## src/rtl/cmd_regbuf_pkg.sv

```systemverilog
package cmd_regbuf_pkg;

  typedef enum logic [1:0] {
    MAP_WIDE   = 2'd0,
    MAP_PAIR_A = 2'd1,
    MAP_PAIR_B = 2'd2
  } map_mode_e;

  // Output-to-source table: for output bit j in mode m, the input bit that
  // drives it, or -1 when the output is tied low.
  function automatic int src_bit(input map_mode_e m, input int j,
                                 input int wide_w, input int narrow_w);
    int r;
    r = -1;
    case (m)
      MAP_WIDE:   if (j < wide_w) r = j;
      MAP_PAIR_A: if (j < 2 * narrow_w) r = j % narrow_w;
      MAP_PAIR_B: if (j < 2 * narrow_w) r = j / 2;
      default:    r = -1;
    endcase
    return r;
  endfunction

endpackage

```

## src/rtl/cmd_regbuf_cfg.sv

```systemverilog
module cmd_regbuf_cfg
  import cmd_regbuf_pkg::*;
(
  input  logic      narrow,
  input  logic      alt_map,
  output map_mode_e mode
);
  // Illegal alt_map without narrow folds back to the wide layout.
  always_comb begin
    if (!narrow)      mode = MAP_WIDE;
    else if (alt_map) mode = MAP_PAIR_B;
    else              mode = MAP_PAIR_A;
  end
endmodule

```

## src/rtl/cmd_regbuf_fanout.sv

```systemverilog
module cmd_regbuf_fanout
  import cmd_regbuf_pkg::*;
#(
  parameter int WIDE_W   = 25,
  parameter int NARROW_W = 14,
  parameter int OUT_W    = 28
)(
  input  map_mode_e          mode,
  input  logic [WIDE_W-1:0]  din,
  output logic [OUT_W-1:0]   mapped
);
  for (genvar j = 0; j < OUT_W; j++) begin : g_bit
    localparam int SW = src_bit(MAP_WIDE,   j, WIDE_W, NARROW_W);
    localparam int SA = src_bit(MAP_PAIR_A, j, WIDE_W, NARROW_W);
    localparam int SB = src_bit(MAP_PAIR_B, j, WIDE_W, NARROW_W);
    logic bw, ba, bb;
    if (SW >= 0) begin : g_w
      assign bw = din[SW];
    end else begin : g_w0
      assign bw = 1'b0;
    end
    if (SA >= 0) begin : g_a
      assign ba = din[SA];
    end else begin : g_a0
      assign ba = 1'b0;
    end
    if (SB >= 0) begin : g_b
      assign bb = din[SB];
    end else begin : g_b0
      assign bb = 1'b0;
    end
    always_comb begin
      case (mode)
        MAP_PAIR_A: mapped[j] = ba;
        MAP_PAIR_B: mapped[j] = bb;
        default:    mapped[j] = bw;
      endcase
    end
  end
endmodule

```

## src/rtl/cmd_regbuf_capture.sv

```systemverilog
module cmd_regbuf_capture #(
  parameter int W = 28
)(
  input  logic         clk,
  input  logic         rst_n,
  input  logic         load,
  input  logic [W-1:0] d,
  output logic [W-1:0] q
);
  always_ff @(posedge clk or negedge rst_n) begin
    if (!rst_n)    q <= '0;
    else if (load) q <= d;
  end
endmodule

```

## src/rtl/cmd_regbuf.sv

```systemverilog
module cmd_regbuf
  import cmd_regbuf_pkg::*;
#(
  parameter int WIDE_W   = 25,
  parameter int NARROW_W = 14,
  localparam int OUT_W   = (WIDE_W > 2 * NARROW_W) ? WIDE_W : 2 * NARROW_W
)(
  input  logic              clk,
  input  logic              rst_n,
  input  logic              dcs_n,
  input  logic              csr_n,
  input  logic              cfg_narrow,
  input  logic              cfg_alt_map,
  input  logic [WIDE_W-1:0] din,
  output logic [OUT_W-1:0]  dout
);
  map_mode_e          mode;
  logic [OUT_W-1:0]   mapped;
  logic               load;

  assign load = ~(dcs_n & csr_n);

  cmd_regbuf_cfg u_cfg (
    .narrow  (cfg_narrow),
    .alt_map (cfg_alt_map),
    .mode    (mode)
  );

  cmd_regbuf_fanout #(.WIDE_W(WIDE_W), .NARROW_W(NARROW_W), .OUT_W(OUT_W)) u_map (
    .mode   (mode),
    .din    (din),
    .mapped (mapped)
  );

  cmd_regbuf_capture #(.W(OUT_W)) u_reg (
    .clk   (clk),
    .rst_n (rst_n),
    .load  (load),
    .d     (mapped),
    .q     (dout)
  );
endmodule

```

## config.mk

```make
export PLATFORM = sky130hd
export DESIGN_NAME = cmd_regbuf
export DESIGN_NICKNAME = d
export VERILOG_FILES = /design/src/rtl/cmd_regbuf_pkg.sv /design/src/rtl/cmd_regbuf_cfg.sv /design/src/rtl/cmd_regbuf_fanout.sv /design/src/rtl/cmd_regbuf_capture.sv /design/src/rtl/cmd_regbuf.sv
export SDC_FILE = /design/constraint.sdc
export NUM_CORES = 1
export LEC_CHECK = 0
export BUFFER_PORTS_ARGS = -buffer_cell sky130_fd_sc_hd__buf_2
export CAP_MARGIN = 0
export CORE_MARGIN = 8
export CORE_UTILIZATION = 45
export CTS_BUF_LIST = sky130_fd_sc_hd__clkbuf_2
export DETAILED_ROUTE_END_ITERATION = 8
export HOLD_SLACK_MARGIN = 0.08
export PLACE_DENSITY_LB_ADDON = 0.12
export SLEW_MARGIN = 0
export SYNTH_ARGS = -nofsm -noshare
export SYNTH_HDL_FRONTEND = slang
export SYNTH_SLANG_ARGS = --single-unit
```

## constraint.sdc

```tcl
create_clock -name clk -period 1.4 [get_ports clk]
set_input_delay 0.42 -clock clk [delete_from_list [all_inputs] [get_ports clk]]
set_output_delay 0.42 -clock clk [all_outputs]
set_load 0.05 [all_outputs]
```

# Yosys cells after proc, flatten, opt, wreduce, memory -nomap -nowiden
# Cells that the tools add are included.
dict set report totals {
  register_bits 28
  ram_bits 0
  out_inout_bits 28
  memories 0
  latch_bits 0
  rom_bits 0
  elab_cells 34
}
dict set report op_classes {
  n_mul 0
  n_shift 0
  n_bitwise 1
  n_div 0
  addsub 0
  n_eq_ne 2
  n_lt_le_gt_ge 0
  n_reduce_logical 1
  mux 29
}
# cell count
set op_table {}
lappend op_table {{$pmux 1 s2} 13}
lappend op_table {{$mux 1} 14}
lappend op_table {{$mux 2} 2}
lappend op_table {{$eq 2x1->1 const B} 1}
lappend op_table {{$eq 2x2->1 const B} 1}
lappend op_table {{$reduce_or 2->1} 1}
lappend op_table {{$and 1x1->1} 1}

# Depth between registers and ports, before layout
# Gate-level depths: netlist (run 1).
dict set report logic_depth {
  word_depth 5
  mapped_depth 5
  mapped_depth_nobuf 3
}

# By module
# From an unflattened synthesis (run 1), not the netlist that was laid out.
dict set report unflattened {
  hier_cells 140
  area_unflattened_um2 1624.1
}
# mod cells_each n_inst seq_area_each_um2 area_per_inst_um2
set by_module_without_submodules {}
lappend by_module_without_submodules {cmd_regbuf_capture 59 1 700.7 1142.3}
lappend by_module_without_submodules {cmd_regbuf_fanout 78 1 0.0 461.7}
lappend by_module_without_submodules {cmd_regbuf_cfg 2 1 0.0 16.3}
lappend by_module_without_submodules {cmd_regbuf 1 1 0.0 3.8}

# Least setup slack after synthesis (run 1)
# Ideal clock, no wire load.
dict set report synth_path {
  kind {input to register}
  start {input dcs_n}
  end {register u_reg.q[21]}
  stages 5
  setup_slack_ns 0.240
  t_arrival_ns 1.035
  n_path_buf 2
  path_cell_list {and2_1 -> buf_2 -> buf_6 -> a21oi_1 -> a21oi_1}
}
dict set report synth_between {
  elab_chain_cells 1
}
# element line_no
set synth_lines {}
lappend synth_lines {{start: declaration} cmd_regbuf.sv:10} ;# input logic dcs_n,
lappend synth_lines {{$and 1x1->1} cmd_regbuf.sv:21} ;# assign load = ~(dcs_n & csr_n);
lappend synth_lines {{end signal: assignment} cmd_regbuf_capture.sv:11} ;# if (!rst_n) q <= '0;
lappend synth_lines {{end signal: assignment} cmd_regbuf_capture.sv:12} ;# else if (load) q <= d;
lappend synth_lines {{end: declaration} cmd_regbuf_capture.sv:8} ;# output logic [W-1:0] q
# Every way passes these cells.
# A chain may end at the register's enable or synchronous reset.

# Worst setup path in the final report (run 1)
dict set report layout_path {
  start {register u_reg.q[17]}
  end {output dout[17]}
}
# element line_no
set layout_lines {}
lappend layout_lines {{end: declaration} cmd_regbuf.sv:15} ;# output logic [OUT_W-1:0] dout
# No word-level cell between the ends.

==> results.yml, run 1 <==
placed_design:
  dp.cells: 236
  io_buffer_count: 58
  gp_congestion: 0.843
  dpl.hpwl_um: 2900
  dpl_worst_slack_ps: -84.3
  placed_area_um2: 1650
timing:
  fmax_mhz: 707
  layout_min_cycle_time_ps: 1410
  drv_slew: 0
  skew_ps: 0
  final-setup-viol-count: 7
  rsz0062_at_grt: "yes"
  timing.final.ws_setup_ps: -14.7
  hold_viol: 0
  relSlewSlack_pct: 53.0
  tightestPinTransition_ps: 704
  fin_crit_sh_pct: 101
detailed_routing:
  post_drt_wl_per_cell_um: 15.4
  drtIter0Drc: 89
  wl_um: 3950
  drcViolationCount: 0
  ant_nets: 0
  via_count: 1370
  via_per_inst: 5.33
  drtPass1Iterations: 4
synth:
  ys_seq_area_share_pct: 52.6
  avgSynthCellArea_um2: 8.76
  ys_ff_latch: 28
  synth_cell_types: 19
  yosys-top-cells-area: "dfrtp_1 (53%), a21oi_1 (14%), nand2_1 (6.8%)"
  syn_nets: 183
  syn_area_um2: 1330
  syn_inst: 152
  synth.largest_area_cell: "dfrtp_1"
  synth_top_area_share_pct: 52.6
  yosysWarnings: 0
die:
  rows: 19
  die_w_um: 70.4
  num_io_pins: 59
  dieArea_um2: 4950
  die_h_um: 70.4
  core_area_um2: 2780
  initial_core_util_pct: 47.9
flow_run:
  cap_viol_max_count: 0
critical_path:
  reg2reg_from: "u_reg.q[15]"
  regToRegEndpoint: "u_reg.q[15]"
  critical_path.startpoint_type: "flop"
  crit_required_ps: 980
  crit_path_top_delay_cell: "dfrtp_1"
  r2r_slack_ps: 470
  crit_chain: "buf_6"
  arrival_ps: 990
  critPathMaxFanout: 2
  worstSetupPathType: "reg2out"
  end_kind: "output pin"
  startpoint: "u_reg.q[17]"
  crit_buf_inv: 1
  critPathMaxStageDelay_ps: 470
  cp_top_family: "flip-flops"
  r2r_cells: 4
power_and_ir_drop:
  switching_share_pct: 35.7
  combPwrFrac_pct: 36.9
  p_sw_mw: 0.817
  power_frac_seq_pct: 41.8
  clkPwrFrac_pct: 21.3
  internal_power_mw: 1.47
  p_per_area_nw_per_um2: 1140
  ir_drop_uv: 813
  p_leak_nw: 0.996
final_layout:
  largest_reg_flops: 28
  fin_util_pct: 72.0
  diodes: 0
  drive_above_1_share_pct: 37.2
  finalNetCount: 258
  final_common_cell: "a21oi_1"
  regMostFlops: "u_reg.q"
  final_cells: 257
  synthToLayoutAreaGrowth_pct: 50.5
  final_cell_mix: "a21oi_1 (37), buf_2 (30), buf_6 (28), dfrtp_1 (28), nand2_1 (24)"
  design_area_um2: 2000
  largestRegisters: "u_reg.q: 28 flops"
global_routing:
  grt_antenna_before_repair: 0
  grt_pass1_vias: 1352
  grt_use_total_pct: 15.2
  grt_pass1_wl_um: 6350
  grt-ovfl-total: 0
  grt_max_degree: 36
min_path:
  worstHoldStart: "din[0]"
  holdPathStages: 3
  min_to: "u_reg.q[0]"
  hold_path_class: "in2reg"
cts:
  clockRootBuffer: "clkbuf_2"
  clk_pin_slew_worst_paths_ps: 270
  cts_inserted_buffers: 3
  htree_levels: 1
  clkLatencyLatePin_ps: 360
  cts_sinks: 28
  cts_buffer_depth: 2
  cts_tree: "yes"
status:
  status: "complete, but fails checks"
  violations: "negative setup slack"
cell usage after synthesis:
cell	instances
and3_1	6
a31oi_1	1
o21ai_0	13
a21oi_1	37
buf_2	6
a211oi_1	1
a21o_1	1
mux2i_1	3
buf_6	1
nand2_1	24
dfrtp_1	28
clkbuf_2	1
nor2b_1	11
nand3_1	1
buf_4	2
o21ai_1	1
and2_1	2
nor2_1	12
clkbuf_1	1
through the flow:
stage	hold slack [ps]	power (mW)	setup TNS, ps
floorplan	124	1.41	0
global placement	450	1.61	-458
detailed placement	459	1.62	-808
CTS	239	2.27	-464
global route	260	2.39	-1410
finish	276	2.29	-58.4
timing repair:
item	CTS	global route
resized for setup	56	0
setup endpoints to repair	28	28
setup buffers	8	8
endpoints found under the hold margin	28	0
hold buffers	1	0
layer usage:
metal	track usage, %	vias to the layer above	wire [um]
li1	-	665	-
met3	4.80	6	317
met4	6.03	0	63
met2	23.4	55	1930
met1	19.2	644	1640
met5	0	-	0
worst max path at each step:
stage	depth (start not counted)	slack, ps	to
3_3_place_gp	4	-50	u_reg.q[16]
3_5_place_dp	5	-80	u_reg.q[11]
5_1_grt	1	-70	dout[11]
2_1_floorplan	5	240	u_reg.q[21]
4_1_cts	1	-40	dout[11]
6_report	1	-10	dout[17]
cells by family after synthesis:
logic type | after synthesis | synth area share [%]
AOI/OAI and AO/OA | 54 | 20.8
buffers and inverters | 11 | 4.89
muxes | 3 | 2.26
DFF | 28 | 52.6
and+or+nand+nor | 56 | 19.5
cell type report:
| class | count | area (um^2) |
|---|---|---|
| tap | 31 | 38.8 |
| multi-input combinational | 113 | 566 |
| fill | 233 | 778 |
| clock inverter | 1 | 30.0 |
| sequential | 28 | 701 |
| timing repair buffer | 81 | 653 |
| clock buffer | 3 | 15.0 |
power by group through the flow:
| stage | Sequential [mW] | Combinational, mW | Clock, mW |
|---|---|---|---|
| 5_1_grt | 0.966 | 0.893 | 0.530 |
| 4_1_cts | 0.956 | 0.813 | 0.504 |
| 3_3_place_gp | 0.947 | 0.662 | 0 |
| 6_report | 0.957 | 0.844 | 0.488 |
| 3_5_place_dp | 0.950 | 0.671 | 0 |
| 2_1_floorplan | 1.26 | 0.156 | 0 |
No activity file was read; power rests on OpenSTA's default activity.
==> run 2: changes to the inputs <==
- CTS_BUF_LIST: sky130_fd_sc_hd__clkbuf_2 -> sky130_fd_sc_hd__clkbuf_8
==> run 2 against run 1 <==
Against the previous run: the run now ends clean; combinational power decreased by 21%; non-clock buffer count decreased by 17; count of clock-buffer cells in the layout unchanged; hold slack got worse by 130 ps; clock power increased by 31%; wire length decreased by 7.5%; sequential share of layout area increased by 5.7 points; die area unchanged; global-route usage decreased by 0.88 points; power decreased by 2.2%; critical path type unchanged; largest power group unchanged.
==> results.yml, run 2 (synthesized netlist as in run 1, its figures left out) <==
global_routing:
  grt_antenna_before_repair: 0
  grt_pass1_vias: 1258
  grt-ovfl-total: 0
  grt_pass1_wl_um: 5960
  grt_use_total_pct: 14.3
  grt_max_degree: 36
final_layout:
  n_fill_cell: 270
  diodes: 0
  largest_reg_flops: 28
  regMostFlops: "u_reg.q"
  synthToLayoutAreaGrowth_pct: 29.5
  final_cell_mix: "buf_2 (58), a21oi_1 (37), dfrtp_1 (28), nand2_1 (24), o21ai_0 (13)"
  drive_above_1_share_pct: 32.5
  largestRegisters: "u_reg.q: 28 flops"
  final_common_cell: "buf_2"
  finalNetCount: 241
timing:
  setup_tns_ps: 0
  final-setup-viol-count: 0
  relSlewSlack_pct: 55.7
  drv_slew: 0
  tightestPinTransition_ps: 663
  layout_min_cycle_time_ps: 1340
  hold_viol: 0
  skew_ps: 0
  rsz0062_at_grt: "no"
  fin_crit_sh_pct: 95.9
  fmax_mhz: 745
power_and_ir_drop:
  p_total_mw: 2.24
  p_leak_nw: 0.869
  clkPwrFrac_pct: 28.6
  combPwrFrac_pct: 29.7
  internal_power_mw: 1.45
  p_per_area_nw_per_um2: 1300
  ir_drop_uv: 806
  p_sw_mw: 0.792
  switching_share_pct: 35.4
  power_frac_seq_pct: 41.7
die:
  die_h_um: 70.4
  dieArea_um2: 4950
  initial_core_util_pct: 47.9
  die_w_um: 70.4
  num_io_pins: 59
  core_area_um2: 2780
  rows: 19
detailed_routing:
  wl_um: 3650
  via_per_inst: 5.33
  drcViolationCount: 0
  via_count: 1279
  ant_nets: 0
  post_drt_wl_per_cell_um: 15.2
  drtPass1Iterations: 4
  drtIter0Drc: 70
cts:
  cts_setup_buffers: 0
  clk_pin_slew_worst_paths_ps: 100
  cts_buffer_depth: 2
  clockRootBuffer: "clkbuf_8"
  clkLatencyLatePin_ps: 270
  cts_tree: "yes"
  cts_resized: 0
  htree_levels: 1
  cts_hold_buf: 0
  cts_sinks: 28
  cts_inserted_buffers: 3
critical_path:
  crit_buf_inv: 1
  critPathMaxStageDelay_ps: 380
  critical_path.startpoint_type: "flop"
  end_kind: "output pin"
  reg2reg_from: "u_reg.q[25]"
  critPathMaxFanout: 2
  worstSetupPathType: "reg2out"
  r2r_cells: 2
  crit_path_top_delay_cell: "dfrtp_1"
  crit_required_ps: 980
  regToRegEndpoint: "u_reg.q[25]"
  arrival_ps: 920
  crit_chain: "buf_2"
  cp_top_family: "flip-flops"
  r2r_slack_ps: 730
placed_design:
  gp_congestion: 0.843
  dpl.hpwl_um: 2900
  io_buffer_count: 58
status:
  status: "finished, final reports clean"
min_path:
  hold_path_class: "in2async"
flow_run:
  cap_viol_max_count: 0
run 2: changes by cell type in the layout (fill, tap and decap cells not counted), sizes merged:
cell / delta
buf: -16
dlygate4sd3: -1
run 2: through the flow:
stage / instances / instance area [um^2] / utilization (%) / hold WS, ps / setup slack (ps)
6_report: 240 / 1720 / 62.0 / 145 / 57.1
5_1_grt: 240 / 1720 / 62.0 / 201 / 25.2
4_1_cts: 240 / 1720 / 62.0 / 168 / 46.7
3_5_place_dp: 236 / 1650 / 59.4 / 459 / -84.3
3_3_place_gp: 236 / 1650 / 59.4 / 450 / -54.3
2_1_floorplan: 152 / 1330 / - / 124 / 240
run 2: layout make-up:
| type | instances | area, um^2 | area share [%] |
|---|---|---|---|
| Clock buffer | 3 | 41.3 | 2.39 |
| Clock inverter | 1 | 30.0 | 1.74 |
| Multi-Input combinational cell | 113 | 566 | 32.8 |
| Sequential cell | 28 | 701 | 40.6 |
| Tap cell | 31 | 38.8 | 2.25 |
| Timing Repair Buffer | 64 | 348 | 20.2 |
run 2: power groups by stage:
stage / logic, mW / clock network (mW) / registers [mW]
4_1_cts: 0.671 / 0.649 / 0.935
6_report: 0.665 / 0.640 / 0.934
2_1_floorplan: 0.156 / 0 / 1.26
3_3_place_gp: 0.662 / 0 / 0.947
3_5_place_dp: 0.671 / 0 / 0.950
5_1_grt: 0.707 / 0.684 / 0.946
run 2: worst max path at each step:
stage,start,end,slack [ps],cells past startpoint
finish,u_reg.q[17],dout[17],60,1
global route,u_reg.q[6],dout[6],30,1
CTS,u_reg.q[11],dout[11],50,1
detailed placement,cfg_narrow,u_reg.q[11],-80,5
global placement,cfg_alt_map,u_reg.q[16],-50,4
floorplan,dcs_n,u_reg.q[21],240,5
run 2: per-layer routing:
| metal | track usage, % | vias to the layer above | part of all wire (%) |
|---|---|---|---|
| li1 | - | 629 | - |
| met1 | 18.5 | 593 | 46 |
| met2 | 21.8 | 51 | 46 |
| met3 | 4.52 | 6 | 7.3 |
| met4 | 5.13 | 0 | 1.4 |
| met5 | 0 | - | 0 |
